### config.mk
export PLATFORM = sky130hd
export DESIGN_NAME = sample_conceal
export DESIGN_NICKNAME = d
export VERILOG_FILES = /design/src/rtl/conceal_pkg.sv /design/src/rtl/conceal_interp.sv /design/src/rtl/conceal_lane.sv /design/src/rtl/sample_conceal.sv
export SDC_FILE = /design/constraint.sdc
export NUM_CORES = 1
export LEC_CHECK = 0
export ABC_AREA = 1
export BUFFER_PORTS_ARGS = -buffer_cell sky130_fd_sc_hd__buf_2
export CAP_MARGIN = 40
export CORE_MARGIN = 5
export CORE_UTILIZATION = 60
export CTS_CLUSTER_DIAMETER = 30
export DETAILED_ROUTE_END_ITERATION = 8
export PLACE_DENSITY = 0.79
export SYNTH_ARGS = -nofsm -noshare
export SYNTH_HDL_FRONTEND = slang
export SYNTH_HIERARCHICAL = 1
export SYNTH_SLANG_ARGS = --single-unit
export TNS_END_PERCENT = 1
### constraint.sdc
create_clock -name clk -period 42.8 [get_ports clk]
set_clock_uncertainty 0.05 [all_clocks]
set_input_delay 8.56 -clock clk [delete_from_list [all_inputs] [get_ports clk]]
set_output_delay 8.56 -clock clk [all_outputs]
set_load 0.01 [all_outputs]
### src/rtl/conceal_pkg.sv
// Package: shared types for the sample concealment block.
// Assumes: nothing beyond IEEE 1800-2017.
package conceal_pkg;

    // Lane state while the head of the window is released
    typedef enum logic [1:0] {
        ST_PASS = 2'd0,   // no run in progress
        ST_FILL = 2'd1,   // inside a short run being interpolated
        ST_MUTE = 2'd2    // inside a long run being zeroed
    } run_mode_e;

endpackage

### src/rtl/conceal_interp.sv
// Module: conceal_interp
// Computes a + k*(b-a)/(n+1) with signed arithmetic. The quotient is
// truncated toward zero.
// Assumes: 1 <= k <= n, so the result lies between a and b and fits DATA_W.
module conceal_interp #(
    parameter int DATA_W = 16,
    parameter int CNT_W  = 3
) (
    input  logic signed [DATA_W-1:0] a_val,
    input  logic signed [DATA_W-1:0] b_val,
    input  logic        [CNT_W-1:0]  run_n,
    input  logic        [CNT_W-1:0]  pos_k,
    output logic signed [DATA_W-1:0] fill_val
);
    localparam int PW = DATA_W + CNT_W + 2;

    logic signed [DATA_W:0] diff;
    logic signed [PW-1:0]   diff_x;
    logic signed [PW-1:0]   k_x;
    logic signed [PW-1:0]   div_x;
    logic signed [PW-1:0]   a_x;
    logic signed [PW-1:0]   prod;

    // Widen all operands to one signed width before multiplying and dividing
    always_comb begin
        diff   = {b_val[DATA_W-1], b_val} - {a_val[DATA_W-1], a_val};
        diff_x = {{(PW-DATA_W-1){diff[DATA_W]}}, diff};
        k_x    = {{(PW-CNT_W){1'b0}}, pos_k};
        div_x  = {{(PW-CNT_W){1'b0}}, run_n} + PW'(1);
        a_x    = {{(PW-DATA_W){a_val[DATA_W-1]}}, a_val};
        prod   = diff_x * k_x;
    end

    // Signed division truncates toward zero
    assign fill_val = DATA_W'(a_x + (prod / div_x));

endmodule

### src/rtl/conceal_lane.sv
// Module: conceal_lane
// One channel lane. It holds a DEPTH-entry window of samples and flags.
// Once the window is full, each push releases the oldest entry. If that
// entry is flagged, it is filled from the anchors or zeroed.
// Assumes: the caller raises push only for samples that belong to this lane.
module conceal_lane
    import conceal_pkg::*;
#(
    parameter int DATA_W  = 16,
    parameter int MAX_RUN = 3
) (
    input  logic                     clk,
    input  logic                     rst_n,
    input  logic                     push,
    input  logic                     in_flag,
    input  logic signed [DATA_W-1:0] in_data,
    output logic                     emit,
    output logic signed [DATA_W-1:0] emit_data,
    output logic                     head_flag,
    output logic signed [DATA_W-1:0] head_data,
    output logic                     muting
);
    localparam int DEPTH = MAX_RUN + 1;
    localparam int CNT_W = $clog2(DEPTH + 1);

    logic signed [DATA_W-1:0] win_d [DEPTH];
    logic                     win_f [DEPTH];
    logic [CNT_W-1:0]         fill;
    run_mode_e                mode;
    logic signed [DATA_W-1:0] anchor_a;
    logic signed [DATA_W-1:0] anchor_b;
    logic [CNT_W-1:0]         run_len;
    logic [CNT_W-1:0]         run_pos;

    logic                     full;
    logic [CNT_W-1:0]         lead;
    logic                     lead_stop;
    logic signed [DATA_W-1:0] b_pick;
    logic                     fill_cont;
    logic                     mute_cont;
    logic                     new_mute;
    logic signed [DATA_W-1:0] i_b;
    logic [CNT_W-1:0]         i_n;
    logic [CNT_W-1:0]         i_k;
    logic signed [DATA_W-1:0] fill_val;

    assign full      = (fill == CNT_W'(DEPTH));
    assign emit      = push && full;
    assign head_flag = win_f[0];
    assign head_data = win_d[0];

    // Count the flagged entries at the front of the window
    always_comb begin
        lead      = '0;
        lead_stop = 1'b0;
        for (int i = 0; i < DEPTH; i++) begin
            if (!lead_stop && win_f[i]) lead = lead + 1'b1;
            else                        lead_stop = 1'b1;
        end
    end

    // Take the good sample that closes a short run starting at the head
    always_comb begin
        b_pick = '0;
        for (int i = 0; i < DEPTH; i++) begin
            if (CNT_W'(i) == lead) b_pick = win_d[i];
        end
    end

    // Classify how the head entry is handled
    always_comb begin
        fill_cont = head_flag && (mode == ST_FILL);
        mute_cont = head_flag && (mode == ST_MUTE);
        new_mute  = head_flag && (mode == ST_PASS) && (lead == CNT_W'(DEPTH));
        muting    = mute_cont || new_mute;
    end

    // Choose the interpolator operands for a run in progress or a new run
    always_comb begin
        i_b = fill_cont ? anchor_b : b_pick;
        i_n = fill_cont ? run_len  : lead;
        i_k = fill_cont ? run_pos + 1'b1 : CNT_W'(1);
    end

    conceal_interp #(
        .DATA_W (DATA_W),
        .CNT_W  (CNT_W)
    ) u_interp (
        .a_val    (anchor_a),
        .b_val    (i_b),
        .run_n    (i_n),
        .pos_k    (i_k),
        .fill_val (fill_val)
    );

    // Pick the released value: pass, zero or fill
    always_comb begin
        if (!head_flag)  emit_data = head_data;
        else if (muting) emit_data = '0;
        else             emit_data = fill_val;
    end

    // Shift the window and count entries up to full
    always_ff @(posedge clk) begin
        if (!rst_n) begin
            fill <= '0;
            for (int i = 0; i < DEPTH; i++) begin
                win_d[i] <= '0;
                win_f[i] <= 1'b0;
            end
        end else if (push) begin
            if (!full) begin
                for (int i = 0; i < DEPTH; i++) begin
                    if (CNT_W'(i) == fill) begin
                        win_d[i] <= in_data;
                        win_f[i] <= in_flag;
                    end
                end
                fill <= fill + 1'b1;
            end else begin
                for (int i = 0; i < DEPTH - 1; i++) begin
                    win_d[i] <= win_d[i+1];
                    win_f[i] <= win_f[i+1];
                end
                win_d[DEPTH-1] <= in_data;
                win_f[DEPTH-1] <= in_flag;
            end
        end
    end

    // Update run mode and anchors as the head leaves the window
    always_ff @(posedge clk) begin
        if (!rst_n) begin
            mode     <= ST_PASS;
            anchor_a <= '0;
            anchor_b <= '0;
            run_len  <= '0;
            run_pos  <= '0;
        end else if (emit) begin
            if (!head_flag) begin
                mode     <= ST_PASS;
                anchor_a <= head_data;
            end else if (fill_cont) begin
                run_pos <= run_pos + 1'b1;
            end else if (new_mute) begin
                mode <= ST_MUTE;
            end else if (!mute_cont) begin
                mode     <= ST_FILL;
                anchor_b <= b_pick;
                run_len  <= lead;
                run_pos  <= CNT_W'(1);
            end
        end
    end

endmodule

### src/rtl/sample_conceal.sv
// Module: sample_conceal (top)
// Steers each accepted sample to the lane picked by in_ch. A value a lane
// releases is stored in a one-entry output register with a valid/ready
// handshake.
// Assumes: in_ch is below LANES.
module sample_conceal #(
    parameter int DATA_W  = 16,
    parameter int MAX_RUN = 3,
    parameter int LANES   = 2
) (
    input  logic                     clk,
    input  logic                     rst_n,
    input  logic                     in_valid,
    output logic                     in_ready,
    input  logic [$clog2(LANES)-1:0] in_ch,
    input  logic                     in_flag,
    input  logic [DATA_W-1:0]        in_data,
    output logic                     out_valid,
    input  logic                     out_ready,
    output logic [$clog2(LANES)-1:0] out_ch,
    output logic [DATA_W-1:0]        out_data
);
    localparam int CH_W = $clog2(LANES);

    logic                     accept;
    logic                     lane_emit  [LANES];
    logic signed [DATA_W-1:0] lane_data  [LANES];
    logic                     lane_hflag [LANES];
    logic signed [DATA_W-1:0] lane_hdata [LANES];
    logic                     lane_mute  [LANES];

    logic                     sel_emit;
    logic signed [DATA_W-1:0] sel_data;
    logic                     sel_head_flag;
    logic signed [DATA_W-1:0] sel_head_data;
    logic                     sel_muting;

    assign in_ready = out_ready || !out_valid;
    assign accept   = in_valid && in_ready;

    for (genvar g = 0; g < LANES; g++) begin : g_lane
        conceal_lane #(
            .DATA_W  (DATA_W),
            .MAX_RUN (MAX_RUN)
        ) u_lane (
            .clk       (clk),
            .rst_n     (rst_n),
            .push      (accept && (in_ch == CH_W'(g))),
            .in_flag   (in_flag),
            .in_data   (in_data),
            .emit      (lane_emit[g]),
            .emit_data (lane_data[g]),
            .head_flag (lane_hflag[g]),
            .head_data (lane_hdata[g]),
            .muting    (lane_mute[g])
        );
    end

    // Select the signals of the addressed lane
    always_comb begin
        sel_emit      = 1'b0;
        sel_data      = '0;
        sel_head_flag = 1'b0;
        sel_head_data = '0;
        sel_muting    = 1'b0;
        for (int i = 0; i < LANES; i++) begin
            if (in_ch == CH_W'(i)) begin
                sel_emit      = lane_emit[i];
                sel_data      = lane_data[i];
                sel_head_flag = lane_hflag[i];
                sel_head_data = lane_hdata[i];
                sel_muting    = lane_mute[i];
            end
        end
    end

    // Output register: load on release, clear when taken
    always_ff @(posedge clk) begin
        if (!rst_n) begin
            out_valid <= 1'b0;
            out_ch    <= '0;
            out_data  <= '0;
        end else if (accept && sel_emit) begin
            out_valid <= 1'b1;
            out_ch    <= in_ch;
            out_data  <= sel_data;
        end else if (out_ready) begin
            out_valid <= 1'b0;
        end
    end

endmodule

# After elaboration in Yosys (flattened, before gate mapping)
# Memories as Yosys holds them, arrays and structs flattened.
# Index checks and enable logic that the tools add are counted.
# word_totals
output_inout_bits,19
mem_count,4
input_bits,22
ram_bits,136
regBits,104
word_cells,286
# memory_table
memory,words,width,read_ports,rd_clocked_by_memory_dff,wr,line_no,rtl
g_lane[0].u_lane.win_d,4,16,4,0,4,conceal_lane.sv:26,logic signed [DATA_W-1:0] win_d [DEPTH];
g_lane[1].u_lane.win_d,4,16,4,0,4,conceal_lane.sv:26,
g_lane[0].u_lane.win_f,4,1,4,0,4,conceal_lane.sv:27,logic win_f [DEPTH];
g_lane[1].u_lane.win_f,4,1,4,0,4,conceal_lane.sv:27,
# op_classes
bitwise_logic,43
reduce_logical,45
n_mul,2
n_eq_ne,28
n_div,2
addsub,16
muxes,131
# op_table
operator,count
$mux W16,31
$mux W1,76
$mux W3,16
$div A21 B21 Y21,2
$mul A17 B4 Y21,2
$sub A16 B16 Y17,2
$add A16 B16 Y16,2
$or A1 B1 Y1,32
$add A3 B1 Y3 const B,10
$eq A2 B3 Y1 const A,8
$logic_and A1 B1 Y1,20
$mux W2,8
$eq A1 B3 Y1 const A,4
$eq A3 B3 Y1 const B,4
$logic_not A3 Y1,4
$not A1 Y1,11
$reduce_and A5 Y1,2
$add A3 B1 Y4 const B,2
$ne A2 B1 Y1 const B,4
$reduce_and A2 Y1,4
$reduce_and A4 Y1,2
$ne A3 B3 Y1 const B,2
$reduce_and A3 Y1,2
$logic_not A1 Y1,5
other kinds (6),12

# Longest topological paths before layout
# An unclocked memory read counts as a cell.
# logic_depth
ltp_word,22
ltp_mapped,320
ltp_nobuf,308

# By module
# Netlist, hierarchy kept.
# modules_own_cells
mod,seq_area_each_um2,cells_each,area_each_um2,n_inst
conceal_interp (g_lane[0].u_lane.u_interp),0.0,2329,13001.2,1
conceal_interp (g_lane[1].u_lane.u_interp),0.0,2355,12698.4,1
conceal_lane (g_lane[0].u_lane),2902.8,656,5594.1,1
conceal_lane (g_lane[1].u_lane),2902.8,661,5590.4,1
sample_conceal,360.3,158,1198.6,1

# Least setup slack after synthesis
# Ideal clock, no wire load.
# synth_path
path_kind,reg-to-reg
start,memory g_lane[0].u_lane.win_f[0]
end,register out_data[15]
t_required_ns,42.686
period_less_slack_ns,41.045
path_stages_with_launch,305
arrival_time_ns,40.932
setup_time_ns,0.064
setup_slack_ns,1.755
path_buffers,16
path_cell_list,edfxtp_1 -> buf_6 -> nand2_2 -> nand2_4 -> ha_1 -> nor2_1 -> nor2_2 -> nand4_1 -> nand3b_1 -> nand2_1 -> o21ai_0 -> inv_1 -> ha_1 -> fa_1 -> o21ai_0 -> a21oi_1 -> o21ai_0 -> a21o_1 -> [... 269 more ...] -> nand2_1 -> nand2_1 -> a21oi_1 -> o21ai_0 -> a21oi_1 -> xor2_1 -> xor2_1 -> inv_1 -> nand3_1 -> nand2_1 -> inv_1 -> nand2_1 -> o22ai_1 -> nand2_1 -> and2_0 -> nand3_1 -> nand2_1 -> nor2_1
# synth_lines
element,line_no,rtl
"start, declared",conceal_lane.sv:27,
"end signal, assigned",sample_conceal.sv:86,out_data <= sel_data;
"end, declared",sample_conceal.sv:21,output logic [DATA_W-1:0] out_data

==> flow_summary.yaml <==
global_routing:
  antenna_found_initial: 0
  first_global_vias: 35215
  grt_use_total: 0.287
  grt_pass1_wl_mm: 168
  grt_max_degree: 60
  grt-ovfl-total: 0
layout:
  num_antenna_cells: 0
  finalInstanceArea_sq_mm: 0.0425
  drive_gt1_frac: 0.153
  area_growth_pct: 11.6
  nNetsFinal: 6711
die:
  ioPinCount: 41
  dieHeight_um: 262
  rows: 92
  core_sq_mm: 0.0630
  die_x_um: 262
  die_area_sq_mm: 0.0686
  start_util: 0.605
yosys:
  ys_types: 70
  synth_flop_cell: "edfxtp_1"
  syn_avg_cell_area_sq_um: 6.18
  synth_edf_count: 136
  seq_area_frac_synth: 0.162
  ys_warn_count: 6
  synth_cells: 6159
  syn-num-nets: 6537
  ys_ff_latch: 240
  synth-async-reset-ratio: 0
  synth.cell_area_sq_mm: 0.0381
drt:
  drc: 0
  drt_iter0_markers: 3600
  wl_per_cell_um: 14.5
  vias: 39704
  ant_nets: 0
  routed_wl_mm: 105
  vias_per_cell: 5.51
  dr.pass1.iters: 6
clocking:
  clkTransAtPathRegs_ps: 70
  cts_tree: "yes"
  cts_num_sinks: 240
  cts-root-buf: "clkbuf_16"
  cts_buffers: 36
  clockBufferDepth: 3
  htree_num_levels: 2
  clock_latency_ps: 520
  hold_buffers: 0
sta:
  slew_violations: 0
  fin_crit_sh: 0.931
  fin_crit_ps: 39850
  setup_violations: 0
  worst_pin_slew_ps: 934
  slew-limit-headroom: 0.375
  holdWs_ps: 420
  finalHoldViolCount: 0
  fin_setup_tns_ps: 0
  fmax_mhz: 25.1
hold_path:
  hold_class: "reg2reg"
  hold_start: "out_ch"
  min_path_cells: 2
  holdPathEnd: "out_ch"
worst_setup_path:
  worst_path_largest_cell_delay_ps: 490
  arrival_ps: 40250
  cp.required_ps: 43210
  end_kind: "register"
  critical_path_class: "reg2reg"
  worstRegToRegCells: 290
  crit_path_start_kind: "register"
  worstReg2RegStart: "g_lane[0].u_lane/win_f[0]"
  r2r_end: "out_data[15]"
  cp_common_cell: "nand2_1"
  cp_max_fo: 12
  critPathSlowestCell: "fa_1"
  rrSetupSlack_ps: 2950
run:
  drv_cap: 0
placement:
  gp_congestion: 0.973
  dpl-instance-area_sq_mm: 0.0394
  hpwlAfterDp_mm: 80.9
  portBuffers: 40
outcome:
  status: "complete, no violations"
state kept, by name, indices dropped and copies added (netlist names):
signal                  count
out_data                   16
g_lane.u_lane/fill          6
out_valid                   1
g_lane.u_lane/run_pos       6
g_lane.u_lane/anchor_b     32
g_lane.u_lane/run_len       6
g_lane.u_lane/win_d       128
g_lane.u_lane/anchor_a     32
out_ch                      1
g_lane.u_lane/win_f         8
g_lane.u_lane/mode          4
synthesized netlist by cell type, types with 8 or more instances:
| library cell | count | share of area |
|---|---|---|
| nand2_1 | 1554 | 0.15 |
| inv_1 | 953 | 0.094 |
| nor2_1 | 641 | 0.063 |
| nand3_1 | 537 | 0.071 |
| ha_1 | 318 | 0.10 |
| o21ai_0 | 303 | 0.040 |
| a21oi_1 | 205 | 0.027 |
| xor2_1 | 170 | 0.039 |
| nand4_1 | 151 | 0.025 |
| edfxtp_1 | 136 | 0.11 |
| nand2_2 | 132 | 0.022 |
| dfxtp_1 | 104 | 0.055 |
| o21ai_1 | 66 | 0.0087 |
| nand3_2 | 64 | 0.017 |
| o22ai_1 | 62 | 0.010 |
| nor2_2 | 61 | 0.010 |
| nand3b_1 | 60 | 0.012 |
| inv_2 | 50 | 0.0049 |
| clkbuf_1 | 49 | 0.0048 |
| nor2_4 | 42 | 0.012 |
| xnor2_1 | 42 | 0.0097 |
| fa_1 | 38 | 0.020 |
| nor3_1 | 37 | 0.0049 |
| o21bai_1 | 35 | 0.0069 |
| buf_6 | 34 | 0.010 |
| a211oi_1 | 33 | 0.0065 |
| nand2_4 | 31 | 0.0092 |
| or2_2 | 30 | 0.0049 |
| buf_2 | 24 | 0.0032 |
| clkinv_1 | 20 | 0.0020 |
| buf_4 | 17 | 0.0034 |
| nand3_4 | 17 | 0.0078 |
| o31ai_1 | 13 | 0.0026 |
| o21a_1 | 12 | 0.0024 |
| a21o_1 | 11 | 0.0022 |
| and2_4 | 8 | 0.0018 |
critical path: cells and delay by family (launching register included):
kind / cells / cell delay (ps)
fa+ha+maj: 28 / 8620
simple gates: 144 / 16080
compound gates: 70 / 10180
buf+inv: 44 / 3630
xor+xnor: 4 / 760
flops: 1 / 480
through the flow:
stage | std cells | worst slack [ps] | utilization
detailed placement | 7026 | -1360 | 0.627
finish | 7207 | 2950 | 0.675
global route | 7207 | -643 | 0.675
global placement | 7016 | -425 | 0.624
floorplan | 6159 | 1750 | -
CTS | 7099 | 11.5 | 0.650
per-layer routing:
metal,up-vias,track usage,wire length [um]
met5,-,0,0
met4,0,0.0703,2660
met3,169,0.0348,7160
met2,1314,0.460,45700
met1,17913,0.413,49100
li1,20308,-,-
timing repair:
action                     4_1_cts  5_1_grt
setup endpoints to repair        7       16
cloned                           1        5
pin swaps                       10      139
buffers inserted                 6      103
gates resized for setup         37      228
placed cells by master (no fill, tap or decap), types with 37 or more instances in the layout:
master,netlist,routed
edfxtp_1,136,136
nand3_1,537,531
nor2_2,61,77
o22ai_1,62,60
xor2_1,170,164
nor2_4,42,53
buf_2,24,39
nor2_1,641,614
ha_1,318,303
o21ai_1,66,88
nand2_1,1554,1545
buf_4,17,213
xnor2_1,42,40
clkbuf_16,0,38
nand2_2,132,141
inv_1,953,932
nor3_1,37,37
fa_1,38,37
inv_2,50,62
o21ai_0,303,251
a21oi_1,205,169
nand3_2,64,65
nand3b_1,60,60
nand4_1,151,151
dfxtp_1,104,104
cell type report:
type,count,area (sq um)
flip-flops and latches,240,6170
well taps,846,1060
fillers,5595,20500
inverters,1028,3900
repair buffers,266,2030
clock inverters,26,337
multi-input cells,4761,28000
clock buffers,40,958
cells by family after synthesis:
logic type	Yosys count	share of synthesized area
AND/OR/NAND/NOR	3408	0.423
buffers and inverters	1164	0.126
AO/OA/AOI/OAI	779	0.116
adder cells (fa/ha/maj)	356	0.124
flip-flops	240	0.162
XOR/XNOR	212	0.0488
worst max path at each step:
stage / startpoint / end / slack (ps)
floorplan: g_lane[0].u_lane/win_f[0] / out_data[15] / 1750
global route: g_lane[0].u_lane/win_f[0] / out_data[15] / -640
global placement: g_lane[1].u_lane/win_f[0] / out_data[15] / -420
CTS: g_lane[1].u_lane/win_f[0] / out_data[15] / 10
finish: g_lane[0].u_lane/win_f[0] / out_data[15] / 2950
detailed placement: g_lane[1].u_lane/win_f[0] / out_data[15] / -1360
Power is left out: the tool's default activity adds up to more than one toggle a clock period on the data nets, which glitch-free logic cannot reach.
